**src/rtl/mbx_irq_pkg.sv**
```systemverilog
package mbx_irq_pkg;
  typedef struct packed {
    logic ce_n;
    logic we_n;
    logic oe_n;
    logic busy_n;
  } port_ctl_t;
endpackage

```
**src/rtl/mbx_port_decode.sv**
```systemverilog
module mbx_port_decode #(
  parameter int AW = 11,
  parameter logic [AW-1:0] OWN_BOX = '1,
  parameter logic [AW-1:0] PEER_BOX = '1
) (
  input  mbx_irq_pkg::port_ctl_t ctl,
  input  logic [AW-1:0]          addr,
  output logic                   set_peer,
  output logic                   clr_own
);
  logic live;
  always_comb begin
    live     = !ctl.ce_n && ctl.busy_n;
    set_peer = live && !ctl.we_n && (addr == PEER_BOX);
    clr_own  = live && !ctl.oe_n && (addr == OWN_BOX);
  end
endmodule

```
**src/rtl/mbx_flag.sv**
```systemverilog
module mbx_flag (
  input  logic clk,
  input  logic rst,
  input  logic set_i,
  input  logic clr_i,
  output logic irq_n
);
  logic flag;
  always_ff @(posedge clk) begin
    if (rst) flag <= 1'b0;
    else if (set_i) flag <= 1'b1;
    else if (clr_i) flag <= 1'b0;
  end
  assign irq_n = ~flag;


  set_wins_chk: assert property (@(posedge clk) disable iff (rst)
    set_i |=> !irq_n);

  clr_only_chk: assert property (@(posedge clk) disable iff (rst)
    (clr_i && !set_i) |=> irq_n);

  hold_chk: assert property (@(posedge clk) disable iff (rst)
    (!set_i && !clr_i) |=> $stable(irq_n));
endmodule

```
**src/rtl/mbx_irq_top.sv**
```systemverilog
module mbx_irq_top #(
  parameter int AW = 11,
  localparam logic [AW-1:0] MBX_B = {AW{1'b1}},
  localparam logic [AW-1:0] MBX_A = MBX_B - 1'b1
) (
  input  logic          clk,
  input  logic          rst,
  input  logic          a_ce_n,
  input  logic          a_we_n,
  input  logic          a_oe_n,
  input  logic [AW-1:0] a_addr,
  input  logic          a_busy_n,
  input  logic          b_ce_n,
  input  logic          b_we_n,
  input  logic          b_oe_n,
  input  logic [AW-1:0] b_addr,
  input  logic          b_busy_n,
  output logic          irq_a_n,
  output logic          irq_b_n
);
  import mbx_irq_pkg::*;
  port_ctl_t a_ctl, b_ctl;
  logic set_b, clr_a, set_a, clr_b;

  assign a_ctl = '{ce_n: a_ce_n, we_n: a_we_n, oe_n: a_oe_n, busy_n: a_busy_n};
  assign b_ctl = '{ce_n: b_ce_n, we_n: b_we_n, oe_n: b_oe_n, busy_n: b_busy_n};

  mbx_port_decode #(.AW(AW), .OWN_BOX(MBX_A), .PEER_BOX(MBX_B)) u_dec_a (
    .ctl(a_ctl), .addr(a_addr), .set_peer(set_b), .clr_own(clr_a));
  mbx_port_decode #(.AW(AW), .OWN_BOX(MBX_B), .PEER_BOX(MBX_A)) u_dec_b (
    .ctl(b_ctl), .addr(b_addr), .set_peer(set_a), .clr_own(clr_b));

  mbx_flag u_flag_a (.clk(clk), .rst(rst), .set_i(set_a), .clr_i(clr_a), .irq_n(irq_a_n));
  mbx_flag u_flag_b (.clk(clk), .rst(rst), .set_i(set_b), .clr_i(clr_b), .irq_n(irq_b_n));


  reset_state_chk: assert property (@(posedge clk) rst |=> (irq_a_n && irq_b_n));

  busy_a_chk: assert property (@(posedge clk) disable iff (rst)
    (!a_busy_n && b_ce_n) |=> ($stable(irq_a_n) && $stable(irq_b_n)));

  busy_b_chk: assert property (@(posedge clk) disable iff (rst)
    (!b_busy_n && a_ce_n) |=> ($stable(irq_a_n) && $stable(irq_b_n)));

  far_addr_chk: assert property (@(posedge clk) disable iff (rst)
    (a_addr < MBX_A && b_addr < MBX_A) |=> ($stable(irq_a_n) && $stable(irq_b_n)));

  set_a_chk: assert property (@(posedge clk) disable iff (rst)
    (!b_ce_n && !b_we_n && b_busy_n && b_addr == MBX_A) |=> !irq_a_n);
endmodule

```
**config.mk**
```make
export PLATFORM = sky130hd
export DESIGN_NAME = mbx_irq_top
export DESIGN_NICKNAME = d
export VERILOG_FILES = /design/src/rtl/mbx_irq_pkg.sv /design/src/rtl/mbx_port_decode.sv /design/src/rtl/mbx_flag.sv /design/src/rtl/mbx_irq_top.sv
export SDC_FILE = /design/constraint.sdc
export NUM_CORES = 1
export LEC_CHECK = 0
export ABC_AREA = 0
export BUFFER_PORTS_ARGS = -buffer_cell sky130_fd_sc_hd__buf_2
export CORE_AREA = 2 2 39 41
export DETAILED_ROUTE_END_ITERATION = 16
export DIE_AREA = 0 0 41 43
export GPL_TIMING_DRIVEN = 0
export SLEW_MARGIN = 20
export SYNTH_ARGS = -nofsm -noshare
export SYNTH_HDL_FRONTEND = slang
export SYNTH_SLANG_ARGS = --single-unit
```
**constraint.sdc**
```tcl
create_clock -name clk -period 3.15 [get_ports clk]
set_input_delay 0.63 -clock clk [delete_from_list [all_inputs] [get_ports clk]]
set_output_delay 0.63 -clock clk [all_outputs]
set_load 0.01 [all_outputs]
```
==> impl_results.html <==
<table>
<tr><th>Metric</th><th>Value</th></tr>
<tr><th colspan="2">Critical path</th></tr>
<tr><td>Worst path cell trace</td><td>buf_2 -&gt; nand2b_1 -&gt; or4_1 -&gt; a21oi_1</td></tr>
<tr><td>Element type at the critical path start</td><td>input pin</td></tr>
<tr><td>Crit path launch</td><td>a_we_n</td></tr>
<tr><td>Worst r2r src</td><td>u_flag_b.flag</td></tr>
<tr><td>Worst Path Required</td><td>around 3300 ps</td></tr>
<tr><td>Maximum fanout count along the critical path</td><td>1</td></tr>
<tr><td>Flop2flop setup slack</td><td>2570 ps</td></tr>
<tr><td>Critical register-to-register path endpoint</td><td>u_flag_b.flag</td></tr>
<tr><td>Crit Path Category</td><td>in2reg</td></tr>
<tr><td>Reg2reg path depth</td><td>2</td></tr>
<tr><td>WP data arrival</td><td>1510 ps</td></tr>
<tr><td>Termination of the worst setup path</td><td>u_flag_b.flag</td></tr>
<tr><td>Delay of the slowest cell on the worst path</td><td>around 520 ps</td></tr>
<tr><td>Type of element capturing the critical path</td><td>flip-flop</td></tr>
<tr><td>Slowest-stage cell, CP</td><td>or4_1</td></tr>
<tr><th colspan="2">STA</th></tr>
<tr><td>Headroom to the max-slew limit</td><td>roughly four fifths</td></tr>
<tr><td>Worst Max-Slew Pin Slew</td><td>301 ps</td></tr>
<tr><td>Accumulated negative setup slack</td><td>0 ps</td></tr>
<tr><td>Fraction of the cycle the final worst path needs</td><td>42.9%</td></tr>
<tr><td>Unrepaired setup endpoints after global routing</td><td>no</td></tr>
<tr><td>Finish-stage setup viols</td><td>0</td></tr>
<tr><td>Setup skew after layout</td><td>0 ps</td></tr>
<tr><td>Timing-limited maximum frequency</td><td>740 MHz</td></tr>
<tr><td>Final hold violation count</td><td>0</td></tr>
<tr><td>Smallest setup slack after layout</td><td>1800 ps</td></tr>
<tr><td>Post-route minimum period</td><td>about 1400 ps</td></tr>
<tr><td>Slew Limit Fails</td><td>0</td></tr>
<tr><th colspan="2">Layout</th></tr>
<tr><td>Final instance area</td><td>369 sq um</td></tr>
<tr><td>Area growth syn-to-layout</td><td>129%</td></tr>
<tr><td>Share of layout cells above drive strength 1</td><td>63.2%</td></tr>
<tr><td>Final net count</td><td>approximately 90</td></tr>
<tr><td>Number of fill cells in the layout</td><td>169</td></tr>
<tr><td>Diode insertion count for antenna repair</td><td>0</td></tr>
<tr><td>Final core utilization</td><td>26.7%</td></tr>
<tr><td>Most frequent standard cell in the layout excluding fill and tap cells</td><td>buf_2</td></tr>
<tr><td>Commonest cells after routing, fill and taps aside</td><td>33 x buf_2, 4 x nand4_1, 3 x nand2b_1, 3 x clkbuf_4</td></tr>
<tr><th colspan="2">Place</th></tr>
<tr><td>Final RePlAce weighted congestion</td><td>0.605</td></tr>
<tr><td>Total of buffers placed on input and output ports</td><td>33</td></tr>
<tr><td>Placed standard-cell area</td><td>347 sq um</td></tr>
<tr><td>Pre-CTS setup slack</td><td>~1600 ps</td></tr>
<tr><td>Half-perimeter wire length of the detailed placement result</td><td>about 600 um</td></tr>
<tr><th colspan="2">CTS</th></tr>
<tr><td>Clock Tree Root</td><td>clkbuf_4</td></tr>
<tr><td>Clock insertion delay at the later pin of the skew report</td><td>about 220 ps</td></tr>
<tr><td>Clock H-tree levels</td><td>1</td></tr>
<tr><td>Deepest clock path buffer count</td><td>2</td></tr>
<tr><td>Total clock buffers created by CTS</td><td>3</td></tr>
<tr><td>Hold_buf cts</td><td>0</td></tr>
<tr><td>Post-CTS setup buffer count</td><td>0</td></tr>
<tr><td>Clock transition at the register clock pins on the worst setup and hold paths after CTS</td><td>about 30 ps</td></tr>
<tr><td>Sink count of the clock tree</td><td>2</td></tr>
<tr><td>Post-cts sizing count</td><td>0</td></tr>
<tr><td>TritonCTS clock tree</td><td>done</td></tr>
<tr><th colspan="2">Route</th></tr>
<tr><td>Total routed wirelength</td><td>668 um</td></tr>
<tr><td>DRT iter0 DRCs</td><td>3</td></tr>
<tr><td>Post-DR vias/cell</td><td>4.26</td></tr>
<tr><td>Detailed-routing iteration count for the pre-antenna-repair pass</td><td>2</td></tr>
<tr><td>Number of design rule violations left after detail routing</td><td>0</td></tr>
<tr><td>Routed len/inst</td><td>about 9.2 um</td></tr>
<tr><td>Antenna viol nets, final</td><td>0</td></tr>
<tr><td>Via count of the routed design</td><td>just over 300</td></tr>
<tr><th colspan="2">Job</th></tr>
<tr><td>Max cap viols</td><td>0</td></tr>
<tr><th colspan="2">Power and ir drop</th></tr>
<tr><td>Static leakage</td><td>0.173 nW</td></tr>
<tr><td>Areal power density over the cells</td><td>284 mW/mm^2</td></tr>
<tr><td>Maximum resistive drop on vdd</td><td>0.000134 V</td></tr>
<tr><th colspan="2">GRT</th></tr>
<tr><td>Pin count of the biggest net entering global routing</td><td>4</td></tr>
<tr><td>GR Util met1</td><td>around 10%</td></tr>
<tr><td>GRT Total Usage</td><td>just under 9%</td></tr>
<tr><td>Antenna violations before repair</td><td>0</td></tr>
<tr><td>Number of global-route vias before repair</td><td>304</td></tr>
<tr><td>Total gr overflow</td><td>0</td></tr>
<tr><td>Met2 Track Usage GR</td><td>13.1%</td></tr>
<tr><td>Global-route wire length before repair</td><td>1.05 mm</td></tr>
<tr><td>Busiest layer in global routing</td><td>met2</td></tr>
<tr><td>Met3 Usage GRT</td><td>3.14%</td></tr>
<tr><th colspan="2">Min path</th></tr>
<tr><td>Startpoint of the most critical hold path</td><td>u_flag_b.flag</td></tr>
<tr><td>Worst min path class</td><td>reg2reg</td></tr>
<tr><th colspan="2">Floorplanning</th></tr>
<tr><td>Core outline area</td><td>0.00138 sq mm</td></tr>
<tr><td>Die height</td><td>43 um</td></tr>
<tr><td>Boundary Pins</td><td>34</td></tr>
<tr><td>Core Rows</td><td>14</td></tr>
<tr><td>Effective utilization at floorplan</td><td>about an eighth</td></tr>
<tr><td>DIE WIDTH</td><td>41 um</td></tr>
<tr><td>Total Die Area</td><td>0.00176 sq mm</td></tr>
<tr><th colspan="2">Logic synthesis</th></tr>
<tr><td>Synth Warn #</td><td>0</td></tr>
<tr><td>Post-Syn Instances</td><td>21</td></tr>
<tr><td>Library cells used by synthesis</td><td>12</td></tr>
<tr><td>Mean instance size in the synthesized netlist</td><td>7.69 sq um</td></tr>
<tr><td>Part of the Yosys area used for sequential elements</td><td>24.8%</td></tr>
<tr><td>Post-Synthesis Cell Area</td><td>161 sq um</td></tr>
<tr><td>Flops &amp; latches, synth</td><td>2</td></tr>
<tr><td>Net Count, Synth</td><td>53</td></tr>
<tr><th colspan="2">Outcome</th></tr>
<tr><td>Status</td><td>finished clean</td></tr>
</table>
[synth_stat cells]
cell type	n	area share, %
nand4b_1	2	11
inv_1	2	4.7
a21oi_1	1	3.1
o41ai_1	1	5.4
nor2_1	1	2.3
o2bb2ai_1	1	5.4
dfxtp_1	2	25
nand4_1	4	16
nor4b_1	1	5.4
or4_1	1	4.7
nor3_1	2	6.2
nand2b_1	3	12
[per-layer routing]
layer	share of wire [%]	wire (um)
met1	41	273
met3	14	96
met4	0	0
met2	45	298
met5	0	0
[power breakdown]
part	total, mW	internal [mW]	leakage (nW)	switching (mW)
logic	0.0228	0.0157	0.144	0.00711
clock network	0.0566	0.0421	0.0138	0.0145
registers	0.0255	0.0255	0.0161	0.00000123
total	0.105	0.0833	0.173	0.0216
[worst min-delay path by stage]
stage	to	slack, ps	cells after the start
floorplan	u_flag_b.flag	430	2
finish	u_flag_b.flag	460	2
detailed placement	u_flag_b.flag	460	2
CTS	u_flag_b.flag	460	2
global route	u_flag_b.flag	510	2
global placement	u_flag_b.flag	460	2
[final cells by class]
type                            instances  area (sq um)  area share [%]
Multi-Input combinational cell         17           114            30.8
Sequential cell                         2          40.0            10.8
Tap cell                               16          20.0            5.42
Clock buffer                            3          22.5            6.10
Inverter                                2          7.51            2.03
Timing Repair Buffer                   33           165            44.7
[kinds of logic after synthesis]
kind of cell | Yosys count | synth area share (%)
simple gates | 14 | 56.6
compound gates | 3 | 14.0
flops | 2 | 24.8
buf+inv | 2 | 4.65
[sequential cells by signal, indices dropped and copies added (netlist names)]
signal	flops
u_flag_a.flag	1
u_flag_b.flag	1
[metrics by stage]
| step | power [mW] | hold slack (ps) | cells |
|---|---|---|---|
| after global routing | 0.114 | 505 | 73 |
| after floorplan | 0.0296 | 432 | 21 |
| after detailed placement | 0.0490 | 456 | 70 |
| after CTS | 0.109 | 460 | 73 |
| after global placement | 0.0485 | 455 | 70 |
| final | 0.105 | 457 | 73 |
[critical path, delay by kind of cell]
family,cells,cell delay [ps]
AOI/OAI and AO/OA,1,140
buffers and inverters,1,90
and+or+nand+nor,2,640
No activity file was read; power rests on OpenSTA's default activity.
